**src/rtl/brhist_pkg.sv**
```systemverilog
// Shared widths and types for the branch prediction history queue.
// Assumes a single PC width for branch PCs and return-stack values.
package brhist_pkg;
    localparam int SEQ_W  = 32;
    localparam int PC_W   = 32;
    localparam int HIST_W = 8;
    localparam int SIDX_W = 4;
    localparam int ASID_W = 8;

    typedef struct packed {
        logic [SEQ_W-1:0]  seq;
        logic [PC_W-1:0]   pc;
        logic              taken;
        logic [HIST_W-1:0] hist;
        logic              used_stk;
        logic [SIDX_W-1:0] stk_idx;
        logic [PC_W-1:0]   stk_val;
        logic              was_call;
    } br_rec_t;

    typedef enum logic [1:0] {
        ST_IDLE   = 2'd0,
        ST_COMMIT = 2'd1,
        ST_SQUASH = 2'd2
    } drain_st_e;
endpackage

```
**src/rtl/brhist_ring.sv**
```systemverilog
// One thread's record queue: a circular buffer with a push at the young
// end and removal at either end. Assumes DEPTH is a power of two and that
// the controller never pushes when full, never pops when empty and never
// does more than one operation per cycle.
module brhist_ring
    import brhist_pkg::*;
#(
    parameter int DEPTH = 16
) (
    input  logic    clk,
    input  logic    rst_n,
    input  logic    push,
    input  br_rec_t push_rec,
    input  logic    pop_old,
    input  logic    pop_young,
    output br_rec_t old_rec,
    output br_rec_t young_rec,
    output logic    empty,
    output logic    full
);
    localparam int IW = $clog2(DEPTH);
    localparam int CW = IW + 1;

    br_rec_t        mem [DEPTH];
    logic [IW-1:0]  head_q;
    logic [CW-1:0]  cnt_q;
    logic [IW-1:0]  tail_idx;
    logic [IW-1:0]  young_idx;

    assign tail_idx  = head_q + cnt_q[IW-1:0];
    assign young_idx = head_q + cnt_q[IW-1:0] - IW'(1);
    assign empty     = (cnt_q == '0);
    assign full      = (cnt_q == CW'(DEPTH));
    assign old_rec   = mem[head_q];
    assign young_rec = mem[young_idx];

    // Write the new record into the slot after the youngest one.
    always_ff @(posedge clk) begin
        if (push) begin
            mem[tail_idx] <= push_rec;
        end
    end

    // Track the oldest slot and the record count.
    always_ff @(posedge clk) begin
        if (!rst_n) begin
            head_q <= '0;
            cnt_q  <= '0;
        end else if (push) begin
            cnt_q <= cnt_q + CW'(1);
        end else if (pop_old) begin
            head_q <= head_q + IW'(1);
            cnt_q  <= cnt_q - CW'(1);
        end else if (pop_young) begin
            cnt_q <= cnt_q - CW'(1);
        end
    end

    assert_no_push_full_R2: assert property (@(posedge clk) disable iff (!rst_n)
        push |-> !full);
    assert_full_holds_R2: assert property (@(posedge clk) disable iff (!rst_n)
        (full && !pop_old && !pop_young) |=> full);
    assert_no_pop_empty_R3: assert property (@(posedge clk) disable iff (!rst_n)
        (pop_old || pop_young) |-> !empty);
    assert_one_op_R8: assert property (@(posedge clk) disable iff (!rst_n)
        $onehot0({push, pop_old, pop_young}));
endmodule

```
**src/rtl/brhist_ctrl.sv**
```systemverilog
// Drain controller: accepts inserts and commands while idle, then removes
// one record per cycle from the selected thread's queue, and registers the
// resulting predictor, target-buffer and stack commands. Assumes sequence
// numbers rise in insert order within a thread.
module brhist_ctrl
    import brhist_pkg::*;
#(
    parameter int NTHREADS = 2,
    parameter int TW       = 1
) (
    input  logic              clk,
    input  logic              rst_n,
    input  logic              ins_valid,
    input  logic              ins_full,
    input  logic              cmt_valid,
    input  logic [TW-1:0]     cmt_tid,
    input  logic [SEQ_W-1:0]  cmt_seq,
    input  logic              sq_valid,
    input  logic [TW-1:0]     sq_tid,
    input  logic [SEQ_W-1:0]  sq_seq,
    input  logic              sq_mispred,
    input  logic              sq_taken,
    input  logic [PC_W-1:0]   sq_target,
    input  logic [ASID_W-1:0] sq_asid,
    input  br_rec_t           sel_old,
    input  br_rec_t           sel_young,
    input  logic              sel_empty,
    output logic              ins_accept,
    output logic              pop_old,
    output logic              pop_young,
    output logic [TW-1:0]     act_tid,
    output logic              busy,
    output logic              upd_valid,
    output logic [PC_W-1:0]   upd_pc,
    output logic              upd_taken,
    output logic [HIST_W-1:0] upd_hist,
    output logic              btb_valid,
    output logic [PC_W-1:0]   btb_pc,
    output logic [PC_W-1:0]   btb_target,
    output logic [ASID_W-1:0] btb_asid,
    output logic              stk_restore,
    output logic              stk_pop,
    output logic [SIDX_W-1:0] stk_idx,
    output logic [PC_W-1:0]   stk_val,
    output logic [TW-1:0]     cmd_tid
);
    drain_st_e          st_q;
    logic [SEQ_W-1:0]   lim_q;
    logic               mis_q;
    logic               act_dir_q;
    logic [PC_W-1:0]    tgt_q;
    logic [ASID_W-1:0]  asid_q;
    logic               idle;
    logic               start_sq;
    logic               start_cm;
    logic               cm_take;
    logic               sq_take;
    logic               fix_take;
    br_rec_t            rec;

    assign idle       = (st_q == ST_IDLE);
    assign busy       = !idle;
    assign start_sq   = idle && sq_valid;
    assign start_cm   = idle && cmt_valid && !sq_valid;
    assign ins_accept = idle && ins_valid && !sq_valid && !cmt_valid && !ins_full;

    // Decide whether the record at the active end leaves this cycle.
    always_comb begin
        cm_take  = (st_q == ST_COMMIT) && !sel_empty && (sel_old.seq <= lim_q);
        sq_take  = (st_q == ST_SQUASH) && !sel_empty && (sel_young.seq > lim_q);
        fix_take = (st_q == ST_SQUASH) && !sel_empty && mis_q
                   && (sel_young.seq == lim_q);
        rec      = cm_take ? sel_old : sel_young;
    end

    assign pop_old   = cm_take;
    assign pop_young = sq_take || fix_take;

    // Latch an accepted command and step the drain state.
    always_ff @(posedge clk) begin
        if (!rst_n) begin
            st_q      <= ST_IDLE;
            act_tid   <= '0;
            lim_q     <= '0;
            mis_q     <= 1'b0;
            act_dir_q <= 1'b0;
            tgt_q     <= '0;
            asid_q    <= '0;
        end else begin
            unique case (st_q)
                ST_IDLE: begin
                    if (start_sq) begin
                        st_q      <= ST_SQUASH;
                        act_tid   <= sq_tid;
                        lim_q     <= sq_seq;
                        mis_q     <= sq_mispred;
                        act_dir_q <= sq_taken;
                        tgt_q     <= sq_target;
                        asid_q    <= sq_asid;
                    end else if (start_cm) begin
                        st_q    <= ST_COMMIT;
                        act_tid <= cmt_tid;
                        lim_q   <= cmt_seq;
                    end
                end
                ST_COMMIT: begin
                    if (!cm_take) st_q <= ST_IDLE;
                end
                ST_SQUASH: begin
                    if (fix_take || !sq_take) st_q <= ST_IDLE;
                end
                default: st_q <= ST_IDLE;
            endcase
        end
    end

    // Register the command pulses produced by this cycle's removal.
    always_ff @(posedge clk) begin
        if (!rst_n) begin
            upd_valid   <= 1'b0;
            upd_pc      <= '0;
            upd_taken   <= 1'b0;
            upd_hist    <= '0;
            btb_valid   <= 1'b0;
            btb_pc      <= '0;
            btb_target  <= '0;
            btb_asid    <= '0;
            stk_restore <= 1'b0;
            stk_pop     <= 1'b0;
            stk_idx     <= '0;
            stk_val     <= '0;
            cmd_tid     <= '0;
        end else begin
            upd_valid   <= cm_take || fix_take;
            upd_pc      <= rec.pc;
            upd_taken   <= fix_take ? act_dir_q : rec.taken;
            upd_hist    <= rec.hist;
            btb_valid   <= fix_take;
            btb_pc      <= rec.pc;
            btb_target  <= tgt_q;
            btb_asid    <= asid_q;
            stk_restore <= sq_take && rec.used_stk;
            stk_pop     <= sq_take && !rec.used_stk && rec.was_call;
            stk_idx     <= rec.stk_idx;
            stk_val     <= rec.stk_val;
            cmd_tid     <= act_tid;
        end
    end

    assert_quiet_after_idle_R8: assert property (@(posedge clk) disable iff (!rst_n)
        (st_q == ST_IDLE) |=> !(upd_valid || btb_valid || stk_restore || stk_pop));
    assert_fix_ends_drain_R6: assert property (@(posedge clk) disable iff (!rst_n)
        btb_valid |-> (upd_valid && !busy));
    assert_stack_excl_R5: assert property (@(posedge clk) disable iff (!rst_n)
        (stk_restore || stk_pop) |-> !upd_valid);
endmodule

```
**src/rtl/brhist_queue.sv**
```systemverilog
// Top of the branch prediction history queue: one ring per hardware thread,
// a shared drain controller and the per-thread selection between them.
// Assumes commands are only presented while busy is low.
module brhist_queue
    import brhist_pkg::*;
#(
    parameter int NTHREADS = 2,
    parameter int DEPTH    = 16,
    parameter int TW       = (NTHREADS > 1) ? $clog2(NTHREADS) : 1
) (
    input  logic                clk,
    input  logic                rst_n,
    input  logic                ins_valid,
    input  logic [TW-1:0]       ins_tid,
    input  logic [SEQ_W-1:0]    ins_seq,
    input  logic [PC_W-1:0]     ins_pc,
    input  logic                ins_taken,
    input  logic [HIST_W-1:0]   ins_hist,
    input  logic                ins_used_stk,
    input  logic [SIDX_W-1:0]   ins_stk_idx,
    input  logic [PC_W-1:0]     ins_stk_val,
    input  logic                ins_was_call,
    input  logic                cmt_valid,
    input  logic [TW-1:0]       cmt_tid,
    input  logic [SEQ_W-1:0]    cmt_seq,
    input  logic                sq_valid,
    input  logic [TW-1:0]       sq_tid,
    input  logic [SEQ_W-1:0]    sq_seq,
    input  logic                sq_mispred,
    input  logic                sq_taken,
    input  logic [PC_W-1:0]     sq_target,
    input  logic [ASID_W-1:0]   sq_asid,
    output logic [NTHREADS-1:0] q_full,
    output logic                busy,
    output logic                upd_valid,
    output logic [PC_W-1:0]     upd_pc,
    output logic                upd_taken,
    output logic [HIST_W-1:0]   upd_hist,
    output logic                btb_valid,
    output logic [PC_W-1:0]     btb_pc,
    output logic [PC_W-1:0]     btb_target,
    output logic [ASID_W-1:0]   btb_asid,
    output logic                stk_restore,
    output logic                stk_pop,
    output logic [SIDX_W-1:0]   stk_idx,
    output logic [PC_W-1:0]     stk_val,
    output logic [TW-1:0]       cmd_tid
);
    br_rec_t               new_rec;
    br_rec_t               old_a   [NTHREADS];
    br_rec_t               young_a [NTHREADS];
    logic [NTHREADS-1:0]   empty_v;
    logic                  ins_accept;
    logic                  pop_old;
    logic                  pop_young;
    logic [TW-1:0]         act_tid;

    // Pack the insert port into one record.
    always_comb begin
        new_rec.seq      = ins_seq;
        new_rec.pc       = ins_pc;
        new_rec.taken    = ins_taken;
        new_rec.hist     = ins_hist;
        new_rec.used_stk = ins_used_stk;
        new_rec.stk_idx  = ins_stk_idx;
        new_rec.stk_val  = ins_stk_val;
        new_rec.was_call = ins_was_call;
    end

    for (genvar t = 0; t < NTHREADS; t++) begin : g_thr
        brhist_ring #(.DEPTH(DEPTH)) u_ring (
            .clk       (clk),
            .rst_n     (rst_n),
            .push      (ins_accept && (ins_tid == TW'(t))),
            .push_rec  (new_rec),
            .pop_old   (pop_old && (act_tid == TW'(t))),
            .pop_young (pop_young && (act_tid == TW'(t))),
            .old_rec   (old_a[t]),
            .young_rec (young_a[t]),
            .empty     (empty_v[t]),
            .full      (q_full[t])
        );
    end

    brhist_ctrl #(.NTHREADS(NTHREADS), .TW(TW)) u_ctrl (
        .clk         (clk),
        .rst_n       (rst_n),
        .ins_valid   (ins_valid),
        .ins_full    (q_full[ins_tid]),
        .cmt_valid   (cmt_valid),
        .cmt_tid     (cmt_tid),
        .cmt_seq     (cmt_seq),
        .sq_valid    (sq_valid),
        .sq_tid      (sq_tid),
        .sq_seq      (sq_seq),
        .sq_mispred  (sq_mispred),
        .sq_taken    (sq_taken),
        .sq_target   (sq_target),
        .sq_asid     (sq_asid),
        .sel_old     (old_a[act_tid]),
        .sel_young   (young_a[act_tid]),
        .sel_empty   (empty_v[act_tid]),
        .ins_accept  (ins_accept),
        .pop_old     (pop_old),
        .pop_young   (pop_young),
        .act_tid     (act_tid),
        .busy        (busy),
        .upd_valid   (upd_valid),
        .upd_pc      (upd_pc),
        .upd_taken   (upd_taken),
        .upd_hist    (upd_hist),
        .btb_valid   (btb_valid),
        .btb_pc      (btb_pc),
        .btb_target  (btb_target),
        .btb_asid    (btb_asid),
        .stk_restore (stk_restore),
        .stk_pop     (stk_pop),
        .stk_idx     (stk_idx),
        .stk_val     (stk_val),
        .cmd_tid     (cmd_tid)
    );

    assert_insert_idle_R2: assert property (@(posedge clk) disable iff (!rst_n)
        ins_accept |=> !busy);
endmodule

```
**config.mk**
```make
export PLATFORM = sky130hd
export DESIGN_NAME = brhist_queue
export DESIGN_NICKNAME = d
export VERILOG_FILES = /design/src/rtl/brhist_pkg.sv /design/src/rtl/brhist_ring.sv /design/src/rtl/brhist_ctrl.sv /design/src/rtl/brhist_queue.sv
export SDC_FILE = /design/constraint.sdc
export NUM_CORES = 2
export LEC_CHECK = 0
export BUFFER_PORTS_ARGS = -buffer_cell sky130_fd_sc_hd__buf_2
export CELL_PAD_IN_SITES_DETAIL_PLACEMENT = 1
export CELL_PAD_IN_SITES_GLOBAL_PLACEMENT = 1
export CORE_MARGIN = 5
export CORE_UTILIZATION = 35
export CTS_BUF_LIST = sky130_fd_sc_hd__clkbuf_8 sky130_fd_sc_hd__clkbuf_16
export CTS_CLUSTER_DIAMETER = 150
export DETAILED_ROUTE_END_ITERATION = 6
export GPL_TIMING_DRIVEN = 1
export PLACE_DENSITY_LB_ADDON = 0.3
export SETUP_SLACK_MARGIN = 0.3
export SLEW_MARGIN = 5
export SYNTH_ARGS = -nofsm -noshare
export SYNTH_HDL_FRONTEND = slang
export SYNTH_SLANG_ARGS = --single-unit
```
**constraint.sdc**
```tcl
create_clock -name clk -period 20.4 [get_ports clk]
set_clock_uncertainty 0.2 [all_clocks]
set_input_delay 2.04 -clock clk [delete_from_list [all_inputs] [get_ports clk]]
set_output_delay 2.04 -clock clk [all_outputs]
set_load 0.02 [all_outputs]
```
==> results.py <==
metrics = {
    "status": {
        "status": "finished, final reports clean",
    },
    "finish": {
        "syn_to_final_growth_pct": 13.0,
        "stdcell_area_um2": 196000,
        "seqCellArea_um2": 111000,
        "final_common_cell": "edfxtp_1",
        "nets": 9114,
        "fill_cells": 46900,
        "multi_input_area_um2": 58900,
        "layout-drive-gt1-share_pct": 36.9,
        "layout_common_cells": "edfxtp_1, mux4_2, clkbuf_16",
    },
    "timing": {
        "fin_crit_sh_pct": 46.5,
        "max_freq_mhz": 105,
        "tns_ns": 0,
        "whs_ns": 0.254,
        "slew_headroom_pct": 17.4,
        "period_needed_ns": 9.49,
        "slew_viol_final": 0,
        "rsz0062_at_grt": "false",
        "worst_pin_slew_ns": 1.24,
        "finalSetupViolCount": 0,
        "finalHoldViolCount": 0,
    },
    "placed_design": {
        "port-buffer-count": 381,
        "gp_congestion": 0.793,
        "hpwl_um": 304000,
        "placed_area_um2": 182000,
    },
    "global_routing": {
        "antenna_found_initial": 72,
        "grt_use_total_pct": 21.4,
        "grt_overflow_total": 0,
        "grt_pass1_wl_um": 789000,
        "grt_max_degree": 128,
        "grt_pass1_vias": 102000,
    },
    "synthesis": {
        "synth_edf_count": 3552,
        "synthCells": 8504,
        "yosys_warnings": 0,
        "netlist_area_um2": 173000,
        "synth_cell_types": 66,
        "syn-num-nets": 8819,
        "ys_seq_elements": 3777,
        "synth.avg_cell_area_um2": 20.4,
        "synthArstFlopShare_pct": 0,
        "synth_flop_cell": "edfxtp_1",
        "ys_seq_area_share_pct": 64.2,
    },
    "pwr": {
        "leakage_nw": 58.2,
        "power.internal_mw": 14.8,
        "switchingPower_mw": 6.21,
        "swShare_pct": 29.6,
        "ir_drop_mv": 0.0900,
        "p_per_area_nw_per_um2": 107,
        "clkPwrFrac_pct": 35.6,
        "p_seq_share_pct": 41.8,
        "pwr-share-comb_pct": 22.6,
    },
    "clocking": {
        "cts.hold.buffers_added": 0,
        "cts_tree": "yes",
        "post_cts_resized": 0,
        "root_buffer": "clkbuf_16",
        "clockBufferDepth": 4,
        "post_cts_buffers": 0,
        "h-tree-depth": 5,
        "clk_pin_slew_ns": 0.06,
        "numClockSinks": 3777,
        "clk_latency_ns": 1.02,
        "numCtsBuffers": 409,
    },
    "die": {
        "core_um2": 493000,
        "initial_utilization_pct": 35.1,
        "die-area_um2": 509000,
        "die_w_um": 713,
        "die_height_um": 713,
        "ioPinCount": 382,
        "rows": 258,
    },
    "critical_path": {
        "reg2regPathDepth": 17,
        "r2r_slack_ns": 10.91,
        "endpoint": "u_ctrl.upd_hist[7]",
        "endpoint_kind": "flip-flop",
        "crit_required_ns": 21.03,
        "cp_max_fo": 62,
        "critPathLaunchType": "flip-flop",
        "arrival_ns": 10.11,
        "crit_type": "flip-flop to flip-flop",
        "r2r-end": "u_ctrl.upd_hist[7]",
    },
    "detailed_routing": {
        "num_vias": 96200,
        "ant_nets": 0,
        "wl_per_cell_um": 35.5,
        "drtPass1Iterations": 5,
        "drt_iter0_markers": 10800,
        "routed_wl_um": 556000,
        "drt-vias-per-instance": 6.14,
        "drc": 0,
    },
    "min_path": {
        "worstHoldPathType": "flip-flop to flip-flop",
        "hold_depth": 2,
    },
    "run": {
        "drv_cap": 0,
    },
}
power groups by stage:
stage	clock, mW	sequential [mW]	combinational, mW
floorplan	0	8.90	3.18
global placement	0	8.93	4.73
detailed placement	0	8.93	4.77
CTS	7.62	8.77	4.79
global route	7.97	8.77	5.06
finish	7.47	8.76	4.75
cell usage after synthesis, drive strengths merged, types with 2 or more instances:
| cell | n | area, µm² |
|---|---|---|
| a31oi | 2 | 12.5 |
| nor3b | 3 | 27.5 |
| nand2 | 361 | 1360 |
| nor2b | 82 | 513 |
| a311oi | 2 | 17.5 |
| a21o | 11 | 82.6 |
| dfxtp | 225 | 4500 |
| clkbuf | 346 | 1310 |
| mux2 | 62 | 698 |
| mux2i | 201 | 2010 |
| nand3 | 43 | 215 |
| and2 | 123 | 769 |
| or2 | 2 | 12.5 |
| xnor2 | 14 | 160 |
| ha | 86 | 1080 |
| inv | 46 | 173 |
| a21oi | 192 | 968 |
| xor2 | 9 | 101 |
| buf | 365 | 2020 |
| a211oi | 469 | 3870 |
| fa | 4 | 80.1 |
| o21ai | 136 | 684 |
| and4 | 2 | 17.5 |
| nand2b | 11 | 68.8 |
| edfxtp | 3552 | 107000 |
| and3 | 4 | 25.0 |
| nor4 | 3 | 25.0 |
| mux4 | 1989 | 44800 |
| nor2 | 85 | 319 |
| o211ai | 34 | 255 |
| nand4 | 13 | 81.3 |
| nor3 | 7 | 40.0 |
flip-flops by register name (all words and copies together) (netlist names), 2 cells and up, named ones only:
register / cells
u_ctrl.stk_idx: 4
u_ctrl.stk_val: 32
u_ctrl.upd_hist: 8
u_ctrl.asid_q: 8
g_thr.u_ring.mem: 3552
g_thr.u_ring.cnt_q: 10
u_ctrl.upd_pc: 32
u_ctrl.btb_asid: 8
g_thr.u_ring.head_q: 8
u_ctrl.st_q: 2
u_ctrl.btb_target: 32
u_ctrl.lim_q: 32
u_ctrl.tgt_q: 32
critical path, stage by stage, from the launching register on:
cell and delay, ns:
dfxtp_4 0.99, buf_4 0.96, buf_4 0.80, buf_4 0.78
mux4_2 0.59, mux4_2 0.51, mux2_2 0.35, ha_1 0.34
nand4_1 0.15, nor4_2 0.37, a211oi_1 0.14, a22oi_1 0.26
and3_4 0.46, buf_4 0.73, buf_4 0.74, a211oi_1 0.12
a211oi_1 0.34, a211oi_1 0.09
worst min path at each step:
stage / from / end / slack (ns)
after floorplan: u_ctrl.asid_q[0] / u_ctrl.btb_asid[0] / 0.23
after global placement: u_ctrl.tgt_q[12] / u_ctrl.btb_target[12] / 0.23
after detailed placement: u_ctrl.asid_q[3] / u_ctrl.btb_asid[3] / 0.24
after CTS: u_ctrl.tgt_q[7] / u_ctrl.tgt_q[7] / 0.26
after global routing: u_ctrl.tgt_q[23] / u_ctrl.btb_target[23] / 0.27
final: u_ctrl.tgt_q[23] / u_ctrl.tgt_q[23] / 0.25
cells by family after synthesis:
family,after synthesis,synth area share (%)
mux,2252,27.4
simple gates,743,2.03
buf+inv,757,2.02
xor+xnor,23,0.151
fa+ha+maj,90,0.668
compound gates,862,3.50
flops,3777,64.2
area by class of cell:
cell class / instances / area share [%]
multi-input cells: 3970 / 30.1
diodes: 23 / 0.0294
clock inverters: 330 / 1.43
repair buffers: 595 / 1.91
inverters: 46 / 0.0921
clock buffers: 435 / 5.44
well taps: 6500 / 4.16
flip-flops and latches: 3777 / 56.8
routing by layer:
layer | global-route usage (%) | wire, µm | vias to the layer above
li1 | - | - | 37300
met1 | 28.6 | 222000 | 53400
met2 | 35.8 | 274000 | 4482
met3 | 3.26 | 40200 | 975
met4 | 7.45 | 20100 | 16
met5 | 0 | 112 | -
through the flow:
stage	setup slack (ns)	std cells	power (mW)	util, %
after floorplan	11.94	8504	12.1	-
after global placement	10.91	14900	13.7	36.9
after detailed placement	10.87	14900	13.7	36.9
after CTS	10.93	15700	21.2	39.6
after global routing	10.57	15700	21.8	39.7
final	10.91	15700	21.0	39.7
Power figures use the tool's default switching activity.
